<file path="config.mk">
export PLATFORM = sky130hd
export DESIGN_NAME = latched_sram_bridge
export DESIGN_NICKNAME = d
export VERILOG_FILES = /design/src/rtl/latch_bridge_pkg.sv /design/src/rtl/bridge_sel_decoder.sv /design/src/rtl/bridge_addr_reg.sv /design/src/rtl/latched_sram_bridge.sv
export SDC_FILE = /design/constraint.sdc
export NUM_CORES = 1
export LEC_CHECK = 0
export BUFFER_PORTS_ARGS = -buffer_cell sky130_fd_sc_hd__clkbuf_2
export CORE_UTILIZATION = 45
export DETAILED_ROUTE_END_ITERATION = 16
export MAX_ROUTING_LAYER = met4
export PLACE_DENSITY = 0.89
export SYNTH_ARGS = -nofsm -noshare
export SYNTH_HDL_FRONTEND = slang
export SYNTH_SLANG_ARGS = --single-unit
export TNS_END_PERCENT = 20
</file>
<file path="constraint.sdc">
create_clock -name clk -period 1.5 [get_ports clk]
set_input_delay 0.3 -clock clk [delete_from_list [all_inputs] [get_ports clk]]
set_output_delay 0.3 -clock clk [all_outputs]
set_load 0.005 [all_outputs]
</file>
<file path="src/rtl/latch_bridge_pkg.sv">
package latch_bridge_pkg;

    localparam int SEL_W = 3;

    typedef enum logic [SEL_W-1:0] {
        CODE_READ  = 3'd0,
        CODE_WRITE = 3'd1,
        CODE_ALO   = 3'd2,
        CODE_AMID  = 3'd3,
        CODE_AHI   = 3'd4
    } sel_code_e;

    typedef struct packed {
        logic rd;
        logic wr;
        logic ahi;
        logic amid;
        logic alo;
    } strobe_t;

    function automatic strobe_t decode_sel(input logic [SEL_W-1:0] sel, input logic gate_n);
        strobe_t s;
        s = '0;
        if (!gate_n) begin
            case (sel)
                CODE_READ:  s.rd   = 1'b1;
                CODE_WRITE: s.wr   = 1'b1;
                CODE_ALO:   s.alo  = 1'b1;
                CODE_AMID:  s.amid = 1'b1;
                CODE_AHI:   s.ahi  = 1'b1;
                default:    s      = '0;
            endcase
        end
        return s;
    endfunction

endpackage

</file>
<file path="src/rtl/bridge_sel_decoder.sv">
module bridge_sel_decoder
    import latch_bridge_pkg::*;
(
    input  logic             gate_n,
    input  logic [SEL_W-1:0] sel,
    output strobe_t          strb
);
    always_comb begin
        strb = decode_sel(sel, gate_n);
    end
endmodule

</file>
<file path="src/rtl/bridge_addr_reg.sv">
module bridge_addr_reg #(
    parameter int W = 8
) (
    input  logic         clk,
    input  logic         rst,
    input  logic         strobe,
    input  logic [W-1:0] din,
    output logic [W-1:0] q
);
    logic         strobe_q;
    logic [W-1:0] din_q;
    logic         release_evt;

    always_comb begin
        release_evt = strobe_q & ~strobe;
    end

    always_ff @(posedge clk) begin
        if (rst) begin
            strobe_q <= 1'b0;
            din_q    <= '0;
            q        <= '0;
        end else begin
            strobe_q <= strobe;
            din_q    <= din;
            if (release_evt) begin
                q <= din_q;
            end
        end
    end
endmodule

</file>
<file path="src/rtl/latched_sram_bridge.sv">
module latched_sram_bridge
    import latch_bridge_pkg::*;
#(
    parameter int DATA_W = 8,
    parameter int ADDR_W = 19
) (
    input  logic                clk,
    input  logic                rst,
    input  logic                host_gate_n,
    input  logic [2:0]          host_sel,
    input  logic [DATA_W-1:0]   host_wdata,
    output logic [DATA_W-1:0]   host_rdata,
    output logic                host_rdata_oe,
    output logic [ADDR_W-1:0]   sram_addr,
    output logic [DATA_W-1:0]   sram_dq_out,
    output logic                sram_dq_oe,
    input  logic [DATA_W-1:0]   sram_dq_in,
    output logic                sram_oe_n,
    output logic                sram_we_n,
    output logic                led_out
);
    localparam int N_LANES = 2;
    localparam int HI_W    = ADDR_W - N_LANES * DATA_W;
    localparam int HREG_W  = HI_W + 1;

    strobe_t                  strb;
    logic [N_LANES-1:0]       lane_strb;
    logic [DATA_W-1:0]        lane_q [N_LANES];
    logic [HREG_W-1:0]        hreg_q;

    bridge_sel_decoder u_dec (
        .gate_n (host_gate_n),
        .sel    (host_sel),
        .strb   (strb)
    );

    assign lane_strb = {strb.amid, strb.alo};

    for (genvar g = 0; g < N_LANES; g++) begin : g_lane
        bridge_addr_reg #(.W(DATA_W)) u_lane (
            .clk    (clk),
            .rst    (rst),
            .strobe (lane_strb[g]),
            .din    (host_wdata),
            .q      (lane_q[g])
        );
        assign sram_addr[g*DATA_W +: DATA_W] = lane_q[g];
    end

    bridge_addr_reg #(.W(HREG_W)) u_hreg (
        .clk    (clk),
        .rst    (rst),
        .strobe (strb.ahi),
        .din    (host_wdata[HREG_W-1:0]),
        .q      (hreg_q)
    );

    assign sram_addr[ADDR_W-1 -: HI_W] = hreg_q[HI_W-1:0];
    assign led_out                      = hreg_q[HI_W];

    always_comb begin
        sram_oe_n     = ~strb.rd;
        sram_we_n     = ~strb.wr;
        sram_dq_oe    = strb.wr;
        sram_dq_out   = host_wdata;
        host_rdata_oe = strb.rd;
        host_rdata    = strb.rd ? sram_dq_in : '0;
    end
endmodule

</file>
==> flow_summary.yaml <==
outcome:
  status: "finished with violations"
  failed_checks: "setup timing"
cts:
  cts.sinks: 31
  worstSkewPairLatency_ps: 320
  clockBufferDepth: 2
  cts_tree: "built"
  cts_buffers: 5
  htreeDepth: 2
  cts_hold_buf: 0
  cts-root-buf: "clkbuf_4"
  clk_pin_slew_worst_paths_ps: 100
cells_and_area:
  drive_gt1_frac: 0.463
  fill_cells: 244
  mostFrequentLayoutCells: "clkbuf_2, dfxtp_1, nand2b_1"
  fin_nets: 209
  diodes: 0
  final_common_cell: "clkbuf_2"
  fin_util: 0.641
  syn_to_final_growth_pct: 34.9
critical_path:
  r2r_slack_ps: 350
  cp-end-kind: "output port"
  worstPathMaxFanout: 5
  rr_worst_depth: 2
  critPathKind: "in -> out"
  reg2reg_from: "g_lane[1].u_lane.strobe_q"
  timing.rr.end: "g_lane[1].u_lane.q[3]"
  worst_setup_path_start_kind: "input pin"
  cp.arrival_ps: 1280
  cp.required_ps: 1200
timing:
  fmax_mhz: 634
  finalHoldViolCount: 0
  setup_slack_ps: -77.2
  tightest_slew_ps: 565
  post-route-min-period_ps: 1580
  max_slew_margin: 0.623
  slew_viol_final: 0
  rsz0062_at_grt: "yes"
  finClkSkew_ps: 7.71
  finalCritPeriodShare: 1.05
  fin_tns_setup_ps: -573
  setup_violations: 9
floorplanning:
  io_pins: 62
  start_util: 0.475
  die_w_um: 55.7
  die_h_um: 55.7
  rows: 19
  die_area_mm2: 0.00310
  core_area_mm2: 0.00273
route:
  vias: 1047
  drt-initial-drc-count: 11
  drt_wl_total_um: 2710
  avgViaCountPerCell: 4.78
  first_pass_iters: 4
  drc: 0
  wl_per_cell_um: 12.4
  ant_nets: 0
logic_synthesis:
  ys_seq_elements: 31
  yosysWarningCount: 0
  netlist_top_cells_area: "dfxtp_1, mux2i_1, nand2b_1"
  synthCells: 122
  synth_nets: 144
  yosysUniqueCellTypes: 18
  synth_top_area_cell: "dfxtp_1"
  synthesis.area_mm2: 0.00130
  synth_top_area_share: 0.478
  ys_seq_area_frac: 0.478
  syn_area_per_cell_um2: 10.6
place:
  gp_congestion: 0.663
  portBuffers: 61
  dp_hpwl_um: 1950
global_route:
  grt_overflow: 0
  first_global_vias: 968
  grt_max_degree: 40
  antenna_found_initial: 0
  grt.total_usage: 0.191
  grt_pass1_wl_um: 4280
power_and_ir_drop:
  p_seq_frac: 0.507
  clock_power_share: 0.406
  switching_share: 0.211
  p_comb_frac: 0.087
  power.density_mw_per_mm2: 951
  internal_power_mw: 1.31
  ir_drop_mv: 0.904
  p_leak_nw: 0.879
  p_switching_uw: 352
job:
  cap_violations: 0
worst_hold_path:
  hold_class: "in -> reg"
  min_from: "host_wdata[5]"
  min_to: "g_lane[1].u_lane.din_q[5]"
  hold_depth: 2
-- cells in the mapped netlist --
cell type,instances
nor2b_1,8
mux2i_1,20
and2_1,8
or3_2,1
buf_4,8
nand2b_1,29
or3_4,1
nor4_1,1
dfxtp_1,31
o31ai_4,1
clkbuf_1,4
nor2_4,1
buf_2,1
inv_1,3
o21a_1,1
nand2b_4,1
o21ai_4,1
nor3_1,2
-- logic make-up after synthesis --
family | share of synthesized area
buf+inv | 0.0703
mux | 0.154
compound gates | 0.0347
simple gates | 0.263
flops | 0.478
-- metal layers --
layer  up-vias  GRT usage  part of all wire
met5         -          -                 0
li1        517          -                 -
met2        29      0.334              0.57
met4         0     0.0536            0.0063
met3         2     0.0860             0.049
met1       499      0.191              0.37
-- power by group through the flow --
stage          Combinational [mW]  Clock, mW  Sequential [mW]
6_report                    0.146      0.676            0.845
3_5_place_dp                0.136          0            0.864
3_3_place_gp                0.130          0            0.863
2_1_floorplan              0.0785          0            0.863
4_1_cts                     0.137      0.688            0.845
5_1_grt                     0.158      0.729            0.847
-- final cells by class --
cell class              count  area [µm²]  area share
repair buffers             71         403       0.230
multi-input cells          75         592       0.338
clock buffers               6        51.3      0.0293
clock inverters             2        35.0      0.0200
flip-flops and latches     31         621       0.354
well taps                  31        38.8      0.0221
inverters                   3        11.3     0.00643
-- worst max-delay path by stage --
stage           startpoint            end  slack (ps)  cells past startpoint
3_3_place_gp   host_sel[1]  host_rdata[5]          20                      5
3_5_place_dp   host_sel[1]  host_rdata[3]         -40                      5
4_1_cts        host_sel[1]  host_rdata[3]         -40                      5
2_1_floorplan  host_sel[1]  host_rdata[0]         190                      3
5_1_grt        host_gate_n  host_rdata[4]        -130                      6
6_report       host_gate_n  host_rdata[4]         -80                      6
-- worst max-delay path: stages --
cell and delay [ps]:
buf_6 90, or3_4 390, nor2_4 140, buf_6 120, and2_1 120, buf_2 110
-- registers in the layout, summed over array words and instances, names as in the netlist --
name / cells
u_hreg.din_q: 3
g_lane.u_lane.q: 16
u_hreg.q: 4
u_hreg.strobe_q: 1
g_lane.u_lane.strobe_q: 2
g_lane.u_lane.din_q: 5
-- metrics by stage --
stage	hold slack, ps	instances	cell area, µm²	worst slack, ps	power [mW]
detailed placement	468	207	1610	-44.0	1.00
floorplan	378	122	1300	185	0.942
CTS	182	215	1690	-41.4	1.67
global placement	459	207	1610	21.1	0.993
global route	175	219	1750	-133	1.73
finish	195	219	1750	-77.2	1.67
-- what timing repair did --
| item | CTS | global route |
|---|---|---|
| pin swaps | 2 | 4 |
| setup buffers | 0 | 4 |
| setup endpoints to repair | 8 | 8 |
| gates resized for setup | 0 | 13 |
Power figures use the tool's default switching activity.
